<file path="src/rtl/sertx_pkg.sv">
package sertx_pkg;

   // source selected for the next frame
   typedef enum logic [1:0] {
      SRC_NONE  = 2'd0,
      SRC_DATA  = 2'd1,
      SRC_FILL1 = 2'd2,
      SRC_FILL0 = 2'd3
   } src_e;

   // start + data + optional parity + stop
   function automatic int frame_len(input int data_w, input int parity_mode);
      return data_w + 2 + ((parity_mode != 0) ? 1 : 0);
   endfunction

endpackage

</file>
<file path="src/rtl/sertx_hold.sv">
module sertx_hold #(
   parameter int DATA_W = 8
) (
   input  logic              clk,
   input  logic              rst_n,
   input  logic              stat_rd,
   input  logic              data_wr,
   input  logic [DATA_W-1:0] wr_data,
   input  logic              load_data,
   output logic [DATA_W-1:0] hold_q,
   output logic              hold_empty,
   output logic              arm_h
);

   always_ff @(posedge clk or negedge rst_n) begin
      if (!rst_n) begin
         hold_q     <= '0;
         hold_empty <= 1'b1;
         arm_h      <= 1'b0;
      end else begin
         if (data_wr)
            hold_q <= wr_data;
         if (data_wr)
            arm_h <= 1'b0;
         else if (stat_rd && hold_empty)
            arm_h <= 1'b1;
         if (load_data)
            hold_empty <= 1'b1;
         else if (data_wr && arm_h)
            hold_empty <= 1'b0;
      end
   end

endmodule

</file>
<file path="src/rtl/sertx_sched.sv">
module sertx_sched
   import sertx_pkg::*;
(
   input  logic clk,
   input  logic rst_n,
   input  logic stat_rd,
   input  logic data_wr,
   input  logic idle_req,
   input  logic break_req,
   input  logic hold_empty,
   input  logic busy,
   input  logic frame_end,
   output logic load,
   output src_e sel,
   output logic load_data,
   output logic load_brk,
   output logic tx_done
);

   logic fill1_q, fill0_q, arm_t;
   logic any_pend, idle_now;

   assign any_pend  = fill0_q | fill1_q | ~hold_empty;
   assign load      = any_pend && (!busy || frame_end);
   assign sel       = fill0_q ? SRC_FILL0 :
                      fill1_q ? SRC_FILL1 :
                      (!hold_empty ? SRC_DATA : SRC_NONE);
   assign load_data = load && (sel == SRC_DATA);
   assign load_brk  = load && (sel == SRC_FILL0);
   assign idle_now  = !busy && hold_empty && !fill1_q && !fill0_q;

   always_ff @(posedge clk or negedge rst_n) begin
      if (!rst_n) begin
         fill1_q <= 1'b0;
         fill0_q <= 1'b0;
         arm_t   <= 1'b0;
         tx_done <= 1'b1;
      end else begin
         if (load_brk)
            fill0_q <= 1'b0;
         if (break_req)
            fill0_q <= 1'b1;
         if (load && (sel == SRC_FILL1))
            fill1_q <= 1'b0;
         if (idle_req)
            fill1_q <= 1'b1;
         if (data_wr)
            arm_t <= 1'b0;
         else if (stat_rd && tx_done)
            arm_t <= 1'b1;
         if ((data_wr && arm_t) || idle_req || break_req || !idle_now)
            tx_done <= 1'b0;
         else
            tx_done <= 1'b1;
      end
   end

endmodule

</file>
<file path="src/rtl/sertx_frame.sv">
module sertx_frame
   import sertx_pkg::*;
#(
   parameter int DATA_W      = 8,
   parameter int PARITY_MODE = 0,
   parameter int FRAME_W     = 10
) (
   input  src_e               sel,
   input  logic [DATA_W-1:0]  data,
   output logic [FRAME_W-1:0] frame
);

   logic [FRAME_W-1:0] char_frame;

   generate
      if (PARITY_MODE == 0) begin : g_nopar
         assign char_frame = {1'b1, data, 1'b0};
      end else begin : g_par
         logic par_bit;
         // 1: even parity, 2: odd parity
         assign par_bit    = (^data) ^ (PARITY_MODE == 2);
         assign char_frame = {1'b1, par_bit, data, 1'b0};
      end
   endgenerate

   always_comb begin
      case (sel)
         SRC_FILL0: frame = '0;
         SRC_FILL1: frame = '1;
         default:   frame = char_frame;
      endcase
   end

endmodule

</file>
<file path="src/rtl/sertx_shift.sv">
module sertx_shift #(
   parameter int FRAME_W       = 10,
   parameter int TICKS_PER_BIT = 16
) (
   input  logic               clk,
   input  logic               rst_n,
   input  logic               baud_tick,
   input  logic               load,
   input  logic [FRAME_W-1:0] frame_in,
   output logic               busy,
   output logic               frame_end,
   output logic               tx_line
);

   localparam int TW = $clog2(TICKS_PER_BIT);
   localparam int BW = $clog2(FRAME_W);

   logic [FRAME_W-1:0] sr;
   logic [TW-1:0]      tcnt;
   logic [BW-1:0]      bcnt;
   logic               bit_end;

   assign bit_end   = busy && baud_tick && (tcnt == TW'(TICKS_PER_BIT - 1));
   assign frame_end = bit_end && (bcnt == BW'(FRAME_W - 1));
   assign tx_line   = busy ? sr[0] : 1'b1;

   always_ff @(posedge clk or negedge rst_n) begin
      if (!rst_n) begin
         sr   <= '1;
         tcnt <= '0;
         bcnt <= '0;
         busy <= 1'b0;
      end else if (load) begin
         sr   <= frame_in;
         tcnt <= '0;
         bcnt <= '0;
         busy <= 1'b1;
      end else if (frame_end) begin
         busy <= 1'b0;
         tcnt <= '0;
      end else if (bit_end) begin
         sr   <= sr >> 1;
         bcnt <= bcnt + 1'b1;
         tcnt <= '0;
      end else if (busy && baud_tick) begin
         tcnt <= tcnt + 1'b1;
      end
   end

endmodule

</file>
<file path="src/rtl/sertx_unit.sv">
module sertx_unit
   import sertx_pkg::*;
#(
   parameter int DATA_W        = 8,
   parameter int PARITY_MODE   = 0,
   parameter int TICKS_PER_BIT = 16
) (
   input  logic              clk,
   input  logic              rst_n,
   input  logic              baud_tick,
   input  logic              stat_rd,
   input  logic              data_wr,
   input  logic [DATA_W-1:0] wr_data,
   input  logic              idle_req,
   input  logic              break_req,
   output logic              tx_line,
   output logic              hold_empty,
   output logic              tx_done
);

   localparam int FRAME_W = frame_len(DATA_W, PARITY_MODE);

   generate
      if (DATA_W < 5 || DATA_W > 9) begin : g_bad_width
         $error("sertx_unit: DATA_W must be 5..9");
      end
      if (PARITY_MODE < 0 || PARITY_MODE > 2) begin : g_bad_parity
         $error("sertx_unit: PARITY_MODE must be 0, 1 or 2");
      end
      if (TICKS_PER_BIT < 2) begin : g_bad_ticks
         $error("sertx_unit: TICKS_PER_BIT must be at least 2");
      end
   endgenerate

   logic [DATA_W-1:0]  hold_q;
   logic [FRAME_W-1:0] frame;
   logic               arm_h, load, load_data, load_brk, busy, frame_end;
   src_e               sel;

   sertx_hold #(.DATA_W(DATA_W)) u_hold (
      .clk(clk), .rst_n(rst_n), .stat_rd(stat_rd), .data_wr(data_wr),
      .wr_data(wr_data), .load_data(load_data), .hold_q(hold_q),
      .hold_empty(hold_empty), .arm_h(arm_h)
   );

   sertx_sched u_sched (
      .clk(clk), .rst_n(rst_n), .stat_rd(stat_rd), .data_wr(data_wr),
      .idle_req(idle_req), .break_req(break_req), .hold_empty(hold_empty),
      .busy(busy), .frame_end(frame_end), .load(load), .sel(sel),
      .load_data(load_data), .load_brk(load_brk), .tx_done(tx_done)
   );

   sertx_frame #(.DATA_W(DATA_W), .PARITY_MODE(PARITY_MODE), .FRAME_W(FRAME_W)) u_frame (
      .sel(sel), .data(hold_q), .frame(frame)
   );

   sertx_shift #(.FRAME_W(FRAME_W), .TICKS_PER_BIT(TICKS_PER_BIT)) u_shift (
      .clk(clk), .rst_n(rst_n), .baud_tick(baud_tick), .load(load),
      .frame_in(frame), .busy(busy), .frame_end(frame_end), .tx_line(tx_line)
   );

endmodule

</file>
<file path="config.mk">
export PLATFORM = sky130hd
export DESIGN_NAME = sertx_unit
export DESIGN_NICKNAME = d
export VERILOG_FILES = /design/src/rtl/sertx_pkg.sv /design/src/rtl/sertx_hold.sv /design/src/rtl/sertx_sched.sv /design/src/rtl/sertx_frame.sv /design/src/rtl/sertx_shift.sv /design/src/rtl/sertx_unit.sv
export SDC_FILE = /design/constraint.sdc
export NUM_CORES = 1
export LEC_CHECK = 0
export BUFFER_PORTS_ARGS = -buffer_cell sky130_fd_sc_hd__buf_2
export CORE_ASPECT_RATIO = 1.4
export CORE_UTILIZATION = 51
export DETAILED_ROUTE_END_ITERATION = 8
export HOLD_SLACK_MARGIN = 0.1
export PLACE_DENSITY = 0.77
export SLEW_MARGIN = 0
export SYNTH_ARGS = -nofsm -noshare
export SYNTH_HDL_FRONTEND = slang
export SYNTH_SLANG_ARGS = --single-unit
</file>
<file path="constraint.sdc">
create_clock -name clk -period 1.77 [get_ports clk]
set_input_delay 0.177 -clock clk [delete_from_list [all_inputs] [get_ports clk]]
set_output_delay 0.177 -clock clk [all_outputs]
set_load 0.02 [all_outputs]
</file>
Yosys cells after proc, flatten, opt, wreduce, memory -nomap -nowiden --
Cells that the tools add are included.
Storage, ports and cells: bits in registers 33, input port bits 15
Cells by class: add/subtract/negate cells 2, equality and inequality tests 6, muxes and demuxes 28, bitwise operators 3, reduce and logical (&&, ||, !) cells 31
Operator list (count):
- $mux W10 | 3
- $mux W4 | 7
- $pmux W10 S2 | 1
- $mux W1 | 15
- $logic_and A1 B1 Y1 | 14
- $reduce_bool A2 Y1 | 7
- $add A4 B1 Y4 const B | 2
- $eq A4 B4 Y1 const B | 2
- $eq A2 B2 Y1 const B | 2
- $logic_not A1 Y1 | 4
- $logic_or A1 B1 Y1 | 4
- $mux W2 | 2
- $reduce_bool A4 Y1 | 1
- $eq A2 B1 Y1 const B | 1
- $ne A2 B2 Y1 const B | 1
- $or A1 B1 Y1 | 2
- $reduce_and A2 Y1 | 1
- $not A1 Y1 | 1

Logic depth before layout (Yosys ltp) --
Gate-level depths: netlist (run 1).
depth in word-level cells 8, gate-level depth with buffers 7, gate-level depth less buffers 6

Hierarchy --
From an unflattened synthesis (run 1), not the netlist that was laid out.
Unflattened totals: cells, all modules 169, area, all modules 1762.9 µm²
Modules (own cells, without submodules):
- sertx_shift | times used 1, cells an instance 108, area each 1063.5 µm²
- sertx_hold | times used 1, cells an instance 23, area each 402.9 µm²
- sertx_sched | times used 1, cells an instance 18, area each 193.9 µm²
- sertx_frame | times used 1, cells an instance 20, area each 102.6 µm²

Worst setup path after synthesis (run 1) --
No wires, ideal clock.
path kind register -> register, start reg u_shift.tcnt[0], end reg u_shift.sr[1], library setup time 0.083 ns, arrival time 1.483 ns, required time 1.687 ns, setup slack 0.203 ns, cell stages (with the launch flop) 7, path buffers 1, clock period less this slack 1.567 ns, cells stage by stage dfrtp_1 > ha_1 > and4_1 > buf_6 > a21oi_4 > nor2_1 > a221o_1
Between the ends: word-level cells in the longest chain between the ends 7, elaborated cells between the ends (all ways) 9, classes of those cells eq/ne: 2; mux: 1; reduce/logical: 6
RTL lines:
- start, declared | line sertx_shift.sv:19 | logic [TW-1:0] tcnt;
- start signal, assigned | line sertx_shift.sv:46 | tcnt <= tcnt + 1'b1;
- $eq A4 B4 Y1 (*) | line sertx_shift.sv:23 | assign bit_end = busy && baud_tick && (tcnt == TW'(TICKS_PER_BIT - 1));
- $logic_and A1 B1 Y1 (*) | line sertx_shift.sv:23
- $logic_and A1 B1 Y1 | line sertx_shift.sv:24 | assign frame_end = bit_end && (bcnt == BW'(FRAME_W - 1));
- $logic_or A1 B1 Y1 | line sertx_sched.sv:24 | assign load = any_pend && (!busy || frame_end);
- $logic_and A1 B1 Y1 | line sertx_sched.sv:24
- $ne A2 B2 Y1 (no line) or $reduce_bool A2 Y1 (tied branches)
- $reduce_and A2 Y1 (no line)
- end signal, assigned | line sertx_shift.sv:34 | sr <= frame_in;
- end signal, assigned | line sertx_shift.sv:42 | sr <= sr >> 1;
- end, declared | line sertx_shift.sv:18 | logic [FRAME_W-1:0] sr;
Every way passes the cells marked *; elsewhere a longest branch is shown, timed or not. A chain may end at the register's enable or synchronous reset.

Worst setup path after layout (run 1) --
start reg u_shift.bcnt[1], end reg u_shift.sr[4]
Between the ends: word-level cells in the longest chain between the ends 6, elaborated cells between the ends (all ways) 8, classes of those cells eq/ne: 2; mux: 1; reduce/logical: 5
RTL lines:
- start, declared | line sertx_shift.sv:20 | logic [BW-1:0] bcnt;
- start signal, assigned | line sertx_shift.sv:43 | bcnt <= bcnt + 1'b1;
- $eq A4 B4 Y1 (*) | line sertx_shift.sv:24
- $logic_and A1 B1 Y1 (*) | line sertx_shift.sv:24
- $logic_or A1 B1 Y1 | line sertx_sched.sv:24
- $logic_and A1 B1 Y1 | line sertx_sched.sv:24
- $ne A2 B2 Y1 (no line) or $reduce_bool A2 Y1 (tied branches)
- $reduce_and A2 Y1 (no line)
Marks and branches as above.

==> key figures, run 1 <==
Job
  – Maxcap violations: 0

Place
  – Setup slack at placement: 0.04577 ns
  – Placed wire-length estimate: 2476 um
  – Port Buffer Count: 17
  – GPL Wtd Cong: 0.8115

GRT
  – Global-route wire length before repair: 6327 um
  – GR Overflow Total: 0
  – Initial antenna violation count: 0
  – Tot GR Track Use: 0.2378
  – Largest net degree at the start of global routing: 34
  – Vias in the first global route: 1416

Critical path
  – Worst EP arrival: 1.87 ns
  – Worst r2r src: u_shift.bcnt[1]$_DFFE_PN0P_
  – Crit Path Class: reg -> reg
  – Worst Path Required: 1.98 ns
  – Critical Path Sink Type: flip-flop
  – Critical path's largest stage delay: 0.39 ns
  – Crit path launch: u_shift.bcnt[1]$_DFFE_PN0P_
  – Crit-path cells: inv_1 -> ha_1 -> nor4bb_1 -> buf_4 -> a21oi_2 -> nor2_1 -> a221o_1
  – Worst Setup Start Kind: flip-flop
  – Crit-path slowest cell: dfrtp_1
  – Max FO, Critical Path: 5

Die
  – Site row count: 24
  – Core area: 3153 um2
  – Chip height: 70.35 um
  – Die W: 50.82 um
  – Initial cell density of the core: 0.5397
  – I/O Pins: 18
  – Die area: 3575 um2

Synth
  – Seq/Total Area, Yosys: 0.4941
  – Synthesized flop and latch total: 33
  – Ys flop type: dfrtp_1
  – EDFF count, synth: 0
  – Synth warn: 0
  – Yosys top cell area share: 0.3088
  – Top area cells in the synthesized netlist: dfrtp_1 31%, dfstp_2 19%, mux2_2 5.3%, a22o_1 5.1%, a221o_1 4.7%
  – Post-Syn Nets: 178
  – Most numerous cell in the Yosys netlist: dfrtp_1
  – Post-synth ARST share: 1.000
  – Synth area leader: dfrtp_1
  – Mapped Avg Cell Area: 10.64 um2
  – Synth top cells by count: 21 x dfrtp_1, 18 x nand2_1, 15 x nor2_1
  – Synth Instances: 160
  – Cell area after synthesis: 1702 um2
  – Post-synth cell types: 44

Drt
  – First-pass DRT Iterations: 4
  – Routed Antenna Nets: 0
  – DRC Markers: 0
  – WL final: 3728 um
  – Total number of vias: 1383
  – Initial DRC Count: 44
  – Via/cell ratio: 6.093
  – DR WL/cell: 16.42 um

CTS
  – CTS tree: yes
  – Number of setup buffers added after CTS: 0
  – CTS root buf: clkbuf_8
  – # H-tree levels: 2
  – Clk_lat worst skew: 0.29 ns
  – Clock-pin slew on the worst setup and hold paths: 0.07 ns
  – Maximum count of clock buffers along a single path: 2
  – TritonCTS Buffers: 5
  – Clock sinks: 33

STA
  – Fmax: 600.4 MHz
  – Final Slew Violations: 0
  – Final setup margin: 0.1044 ns
  – Final setup TNS: 0 ns
  – RSZ-0062 raised after global routing: false
  – Hold WS: 0.1086 ns
  – Clock skew after layout: 0.005568 ns
  – Setup-failing EPs final: 0
  – Slew @ Worst Pin: 0.7385 ns
  – Tmin final: 1.666 ns
  – Hold Vio Cnt, Final: 0
  – Rel. slew slack: 0.5076
  – Tcrit/Tclk final: 0.9410

Cells and area
  – Area of the multi-input gates: 809.5 um2
  – # fillers: 270
  – Area grow syn2layout: 16.18%
  – Nets: 206
  – Ant. Diodes: 0
  – Reg area: 840.8 um2
  – Layout cell share with drive strength beyond 1: 0.3138

Pwr
  – Leakage Power: 0.8549 nW
  – Cell area power density: 1052 nW/um2
  – IR drop worst, VDD: 0.0007322 V

Min path
  – Hold_sp: break_req
  – Worst hold path type: in -> reg

Status
  – Run status: complete, no violations
==> final timing paths <==
path,to,depth (start not counted),slack (ns)
max,u_shift.sr[4]$_DFFE_PN1P_,7,0.10
min reg2reg,u_hold.arm_h$_DFFE_PN0P_,2,0.51
min in group asynchronous,u_shift.bcnt[2]$_DFFE_PN0P_,2,0.49
max reg2reg,u_shift.sr[4]$_DFFE_PN1P_,7,0.10
min,u_sched.fill0_q$_DFFE_PN0P_,2,0.11
max in group asynchronous,u_sched.arm_t$_DFFE_PN0P_,2,0.81
==> sequential cells by signal, indices dropped and copies added (netlist names) <==
signal	flops
u_hold.arm_h	1
u_hold.hold_empty	1
u_hold.hold_q	8
u_sched.arm_t	1
u_sched.fill0_q	1
u_sched.fill1_q	1
u_sched.tx_done	1
u_shift.bcnt	4
u_shift.busy	1
u_shift.sr	10
u_shift.tcnt	4
==> routing by layer <==
| layer | vias to the layer above | global-route usage | wire [um] |
|---|---|---|---|
| met5 | - | 0 | 0 |
| met4 | 0 | 0.1111 | 72 |
| met3 | 8 | 0.06318 | 179 |
| met2 | 43 | 0.3896 | 1988 |
| met1 | 678 | 0.2849 | 1487 |
| li1 | 654 | - | - |
==> timing repair <==
item / in CTS / in global routing
endpoints found under the setup margin: 0 / 11
endpoints found under the hold margin: 22 / 0
resized for setup: 0 / 2
hold buffers: 2 / 0
==> area by class of cell <==
type                       count  share of cell area
tap                           39             0.02468
sequential                    33              0.4253
multi-input combinational    116              0.4095
timing repair buffer          29             0.09114
clock buffer                   7             0.04367
inverter                       3            0.005696
==> cell usage in the layout, fill, tap and decap left out, types with 6 or more instances in the layout <==
cell / instances
buf_4: 10
buf_2: 17
clkbuf_8: 6
o21ai_0: 6
dfstp_2: 12
a221o_1: 8
nor2_1: 15
mux2_2: 8
a21oi_1: 14
a22o_1: 10
dfrtp_1: 21
nand2_1: 18
==> cell families (layout without fill, tap and decap cells) <==
group / count (synthesis) / in the layout / share of synthesized area
buffers and inverters: 12 / 39 / 0.03676
AOI/OAI and AO/OA: 53 / 54 / 0.2316
and+or+nand+nor: 48 / 48 / 0.1456
muxes: 10 / 10 / 0.06471
xor gates and xnor gates: 1 / 1 / 0.005148
adders and majority gates: 3 / 3 / 0.02206
DFF: 33 / 33 / 0.4941
==> power by group <==
part / switching [W] / internal (W)
Sequential: 0.000132 / 0.000930
Combinational: 0.000204 / 0.000239
Clock: 0.000266 / 0.000308
==> metrics by stage <==
stage / cell area, um2 / total power [W] / instances / util
finish: 1977 / 0.002080 / 227 / 0.6270
global route: 1977 / 0.002189 / 227 / 0.6270
CTS: 1966 / 0.002089 / 226 / 0.6234
detailed placement: 1859 / 0.001504 / 217 / 0.5897
global placement: 1859 / 0.001472 / 217 / 0.5897
floorplan: 1702 / 0.001358 / 160 / -
==> critical path: cells and delay by family (launching register included) <==
family                   cells  cell delay, ns
AND/OR/NAND/NOR              2            0.24
adder cells (fa/ha/maj)      1            0.20
AO/OA/AOI/OAI                2            0.54
flip-flops                   1            0.39
buffers and inverters        2            0.23
Power figures use the tool's default switching activity.
==> run 2: changes to the inputs <==
--- a/config.mk
+++ b/config.mk
@@ -5,6 +5,7 @@
 export SDC_FILE = /design/constraint.sdc
 export NUM_CORES = 1
 export LEC_CHECK = 0
+export ABC_AREA = 1
 export BUFFER_PORTS_ARGS = -buffer_cell sky130_fd_sc_hd__buf_2
 export CORE_ASPECT_RATIO = 1.4
 export CORE_UTILIZATION = 51
==> run 2 against run 1 <==
Final cell count increased by 5.7%. Sequential share of layout area increased by 4.4 points. Power increased by 4.8%. Wire length decreased by 25%. Synthesized cell count increased by 13%. Setup slack improved by 0.047 ns. Highest routed layer unchanged. Utilization decreased by 1.0 points. Global-route usage decreased by 3.4 points. Critical path depth unchanged. Via count decreased by 12%. First-iteration DRC count decreased by 34%. Largest power group unchanged. Clock-buffer cell count increased by 1.
==> key figures, run 2 <==
Status
  – Run status: complete, no violations

GRT
  – Largest net degree at the start of global routing: 34
  – Met3 Track Usage GR: 0.07556
  – Global-route wire length before repair: 4988 um
  – Vias in the first global route: 1247
  – Tot GR Track Use: 0.2037
  – Grt met2 use: 0.3854
  – Initial antenna violation count: 0
  – GR peak layer: met2
  – GR Util met1: 0.1945
  – GR Overflow Total: 0

Synth
  – Post-synth cell types: 25
  – Cell area after synthesis: 1579 um2
  – Post-Syn Nets: 198
  – Yosys top cell area share: 0.3328
  – Top area cells in the synthesized netlist: dfrtp_1 33%, dfstp_2 20%, nand2_1 13%, mux2_2 5.7%, nand3_1 5.1%
  – Mapped Avg Cell Area: 8.772 um2
  – Seq/Total Area, Yosys: 0.5325
  – EDFF count, synth: 0
  – Synth area leader: dfrtp_1
  – Post-synth ARST share: 1.000
  – Synth Instances: 180
  – Most numerous cell in the Yosys netlist: nand2_1
  – Ys flop type: dfrtp_1
  – Synth warn: 0
  – Synthesized flop and latch total: 33
  – Synth top cells by count: 53 x nand2_1, 21 x dfrtp_1, 16 x nand3_1, 16 x nor2_1, 15 x inv_1

STA
  – Hold Vio Cnt, Final: 0
  – Fmax: 617.7 MHz
  – Hold WS: 0.1070 ns
  – Tcrit/Tclk final: 0.9146
  – Final Slew Violations: 0
  – Setup-failing EPs final: 0
  – Clock skew after layout: 0.006046 ns
  – Rel. slew slack: 0.5246
  – RSZ-0062 raised after global routing: true
  – Final setup TNS: 0 ns
  – Slew @ Worst Pin: 0.7131 ns
  – Tmin final: 1.619 ns

Drt
  – First-pass DRT Iterations: 6
  – Via/cell ratio: 5.046
  – Routed Antenna Nets: 0
  – WL final: 2807 um
  – DRC Markers: 0
  – DR WL/cell: 11.70 um
  – Total number of vias: 1211
  – Initial DRC Count: 29

Place
  – # placed instances: 230
  – Placed wire-length estimate: 2016 um
  – GPL Wtd Cong: 0.8384
  – Port Buffer Count: 17

Job
  – Maxcap violations: 0

Die
  – Die area: 3326 um2
  – Initial cell density of the core: 0.5433
  – Die W: 49.03 um
  – I/O Pins: 18
  – Chip height: 67.84 um
  – Site row count: 23
  – Core area: 2907 um2

Cells and area
  – Ant. Diodes: 0
  – Layout cell share with drive strength beyond 1: 0.2463
  – Nets: 220
  – Top reg by flops: u_shift.sr
  – Area grow syn2layout: 13.55%
  – Commonest non-fill, non-tap cell in the layout: nand2_1
  – Commonest non-fill, non-tap cells in the layout: 53 x nand2_1, 21 x dfrtp_1, 17 x buf_2, 16 x nor2_1, 16 x nand3_1
  – Largest regs: u_shift.sr: 10 flops, u_hold.hold_q: 8 flops
  – Final std cells w/o fill: 240
  – # fillers: 252
  – Largest register FFs: 10

Pwr
  – Leakage Power: 0.8938 nW
  – Cell area power density: 1215 nW/um2
  – IR drop worst, VDD: 0.001015 V
  – Pwr Total: 0.002179 W

Critical path
  – Worst Path Required: 1.97 ns
  – Worst Setup Start Kind: flip-flop
  – Max FO, Critical Path: 9
  – Worst EP arrival: 1.82 ns
  – Critical Path Sink Type: flip-flop
  – Crit Path Class: reg -> reg

CTS
  – # H-tree levels: 2
  – Number of setup buffers added after CTS: 0
  – Clk_lat worst skew: 0.28 ns
  – Clock-pin slew on the worst setup and hold paths: 0.07 ns
  – CTS tree: yes
  – Maximum count of clock buffers along a single path: 2
  – CTS root buf: clkbuf_8
  – Clock sinks: 33
  – TritonCTS Buffers: 5

Min path
  – Worst hold path type: in -> reg
-- run 2: cell count changes after synthesis, sizes merged, moves of 2 or more --
cell,before,now
a21oi,15,6
a221o,8,0
a22o,10,0
clkbuf,4,2
inv,3,15
mux2i,2,0
nand2,18,56
nand2b,2,0
nand3,1,18
nand4,2,0
nor2,15,17
o21ai,6,12
o22ai,2,0
-- run 2: cell families (layout without fill, tap and decap cells) --
kind of cell,after synthesis,after routing,synth area share
mux,8,8,0.05705
fa+ha+maj,3,3,0.02377
buf+inv,21,44,0.05626
simple gates,94,94,0.2591
xor+xnor,1,1,0.005548
compound gates,20,20,0.06577
flops,33,33,0.5325
-- run 2: routing by layer --
metal,routed length [um],share of wire,vias up
li1,-,-,619
met1,1176,0.42,570
met2,1470,0.52,17
met3,103,0.037,5
met4,57,0.020,0
met5,0,0,-
-- run 2: cell type report --
class	count	area, um2	area share
sequential	33	840.8	0.4689
tap	37	46.29	0.02582
timing repair buffer	21	120.1	0.06699
inverter	15	56.30	0.03140
clock buffer	8	80.08	0.04466
multi-input combinational	126	649.4	0.3622
-- run 2: final timing paths --
path	start	endpoint	slack (ns)	cells after the start
min in group asynchronous	rst_n	u_shift.bcnt[2]$_DFFE_PN0P_	0.48	2
max in group asynchronous	rst_n	u_sched.fill0_q$_DFFE_PN0P_	0.83	2
setup / recovery	u_shift.tcnt[0]$_DFFE_PN0P_	u_shift.sr[4]$_DFFE_PN1P_	0.15	7
setup reg to reg	u_shift.tcnt[0]$_DFFE_PN0P_	u_shift.sr[4]$_DFFE_PN1P_	0.15	7
hold / removal	break_req	u_sched.fill0_q$_DFFE_PN0P_	0.11	3
hold reg to reg	u_sched.arm_t$_DFFE_PN0P_	u_sched.tx_done$_DFF_PN1_	0.43	1
-- run 2: critical path, cell delays in order (launching register included) --
cell and delay, ns:
dfrtp_1 0.39, ha_1 0.20, nand3_1 0.11, nor2_2 0.18, nand2_1 0.09, nand2_2 0.15
nand3_2 0.18, o21ai_0 0.22
-- run 2: where the power goes --
| part | leakage, nW | switching [W] | internal, W |
|---|---|---|---|
| Combinational | 0.481 | 0.000275 | 0.000214 |
| Sequential | 0.373 | 0.000129 | 0.00102 |
| Clock | 0.0395 | 0.000260 | 0.000279 |
| Total | 0.894 | 0.000663 | 0.00152 |
-- run 2: stage by stage --
stage	setup slack, ns	area [um2]	utilization
floorplan	0.3371	1579	-
global placement	0.2541	1693	0.5824
detailed placement	0.1646	1693	0.5824
CTS	0.1619	1793	0.6169
global route	-0.04603	1793	0.6169
finish	0.1512	1793	0.6169
-- run 2: timing repair --
item                       4_1_cts  5_1_grt
hold buffers                     2        0
hold endpoints to repair        22        0
setup endpoints to repair        0        5
gates resized for setup          0        3
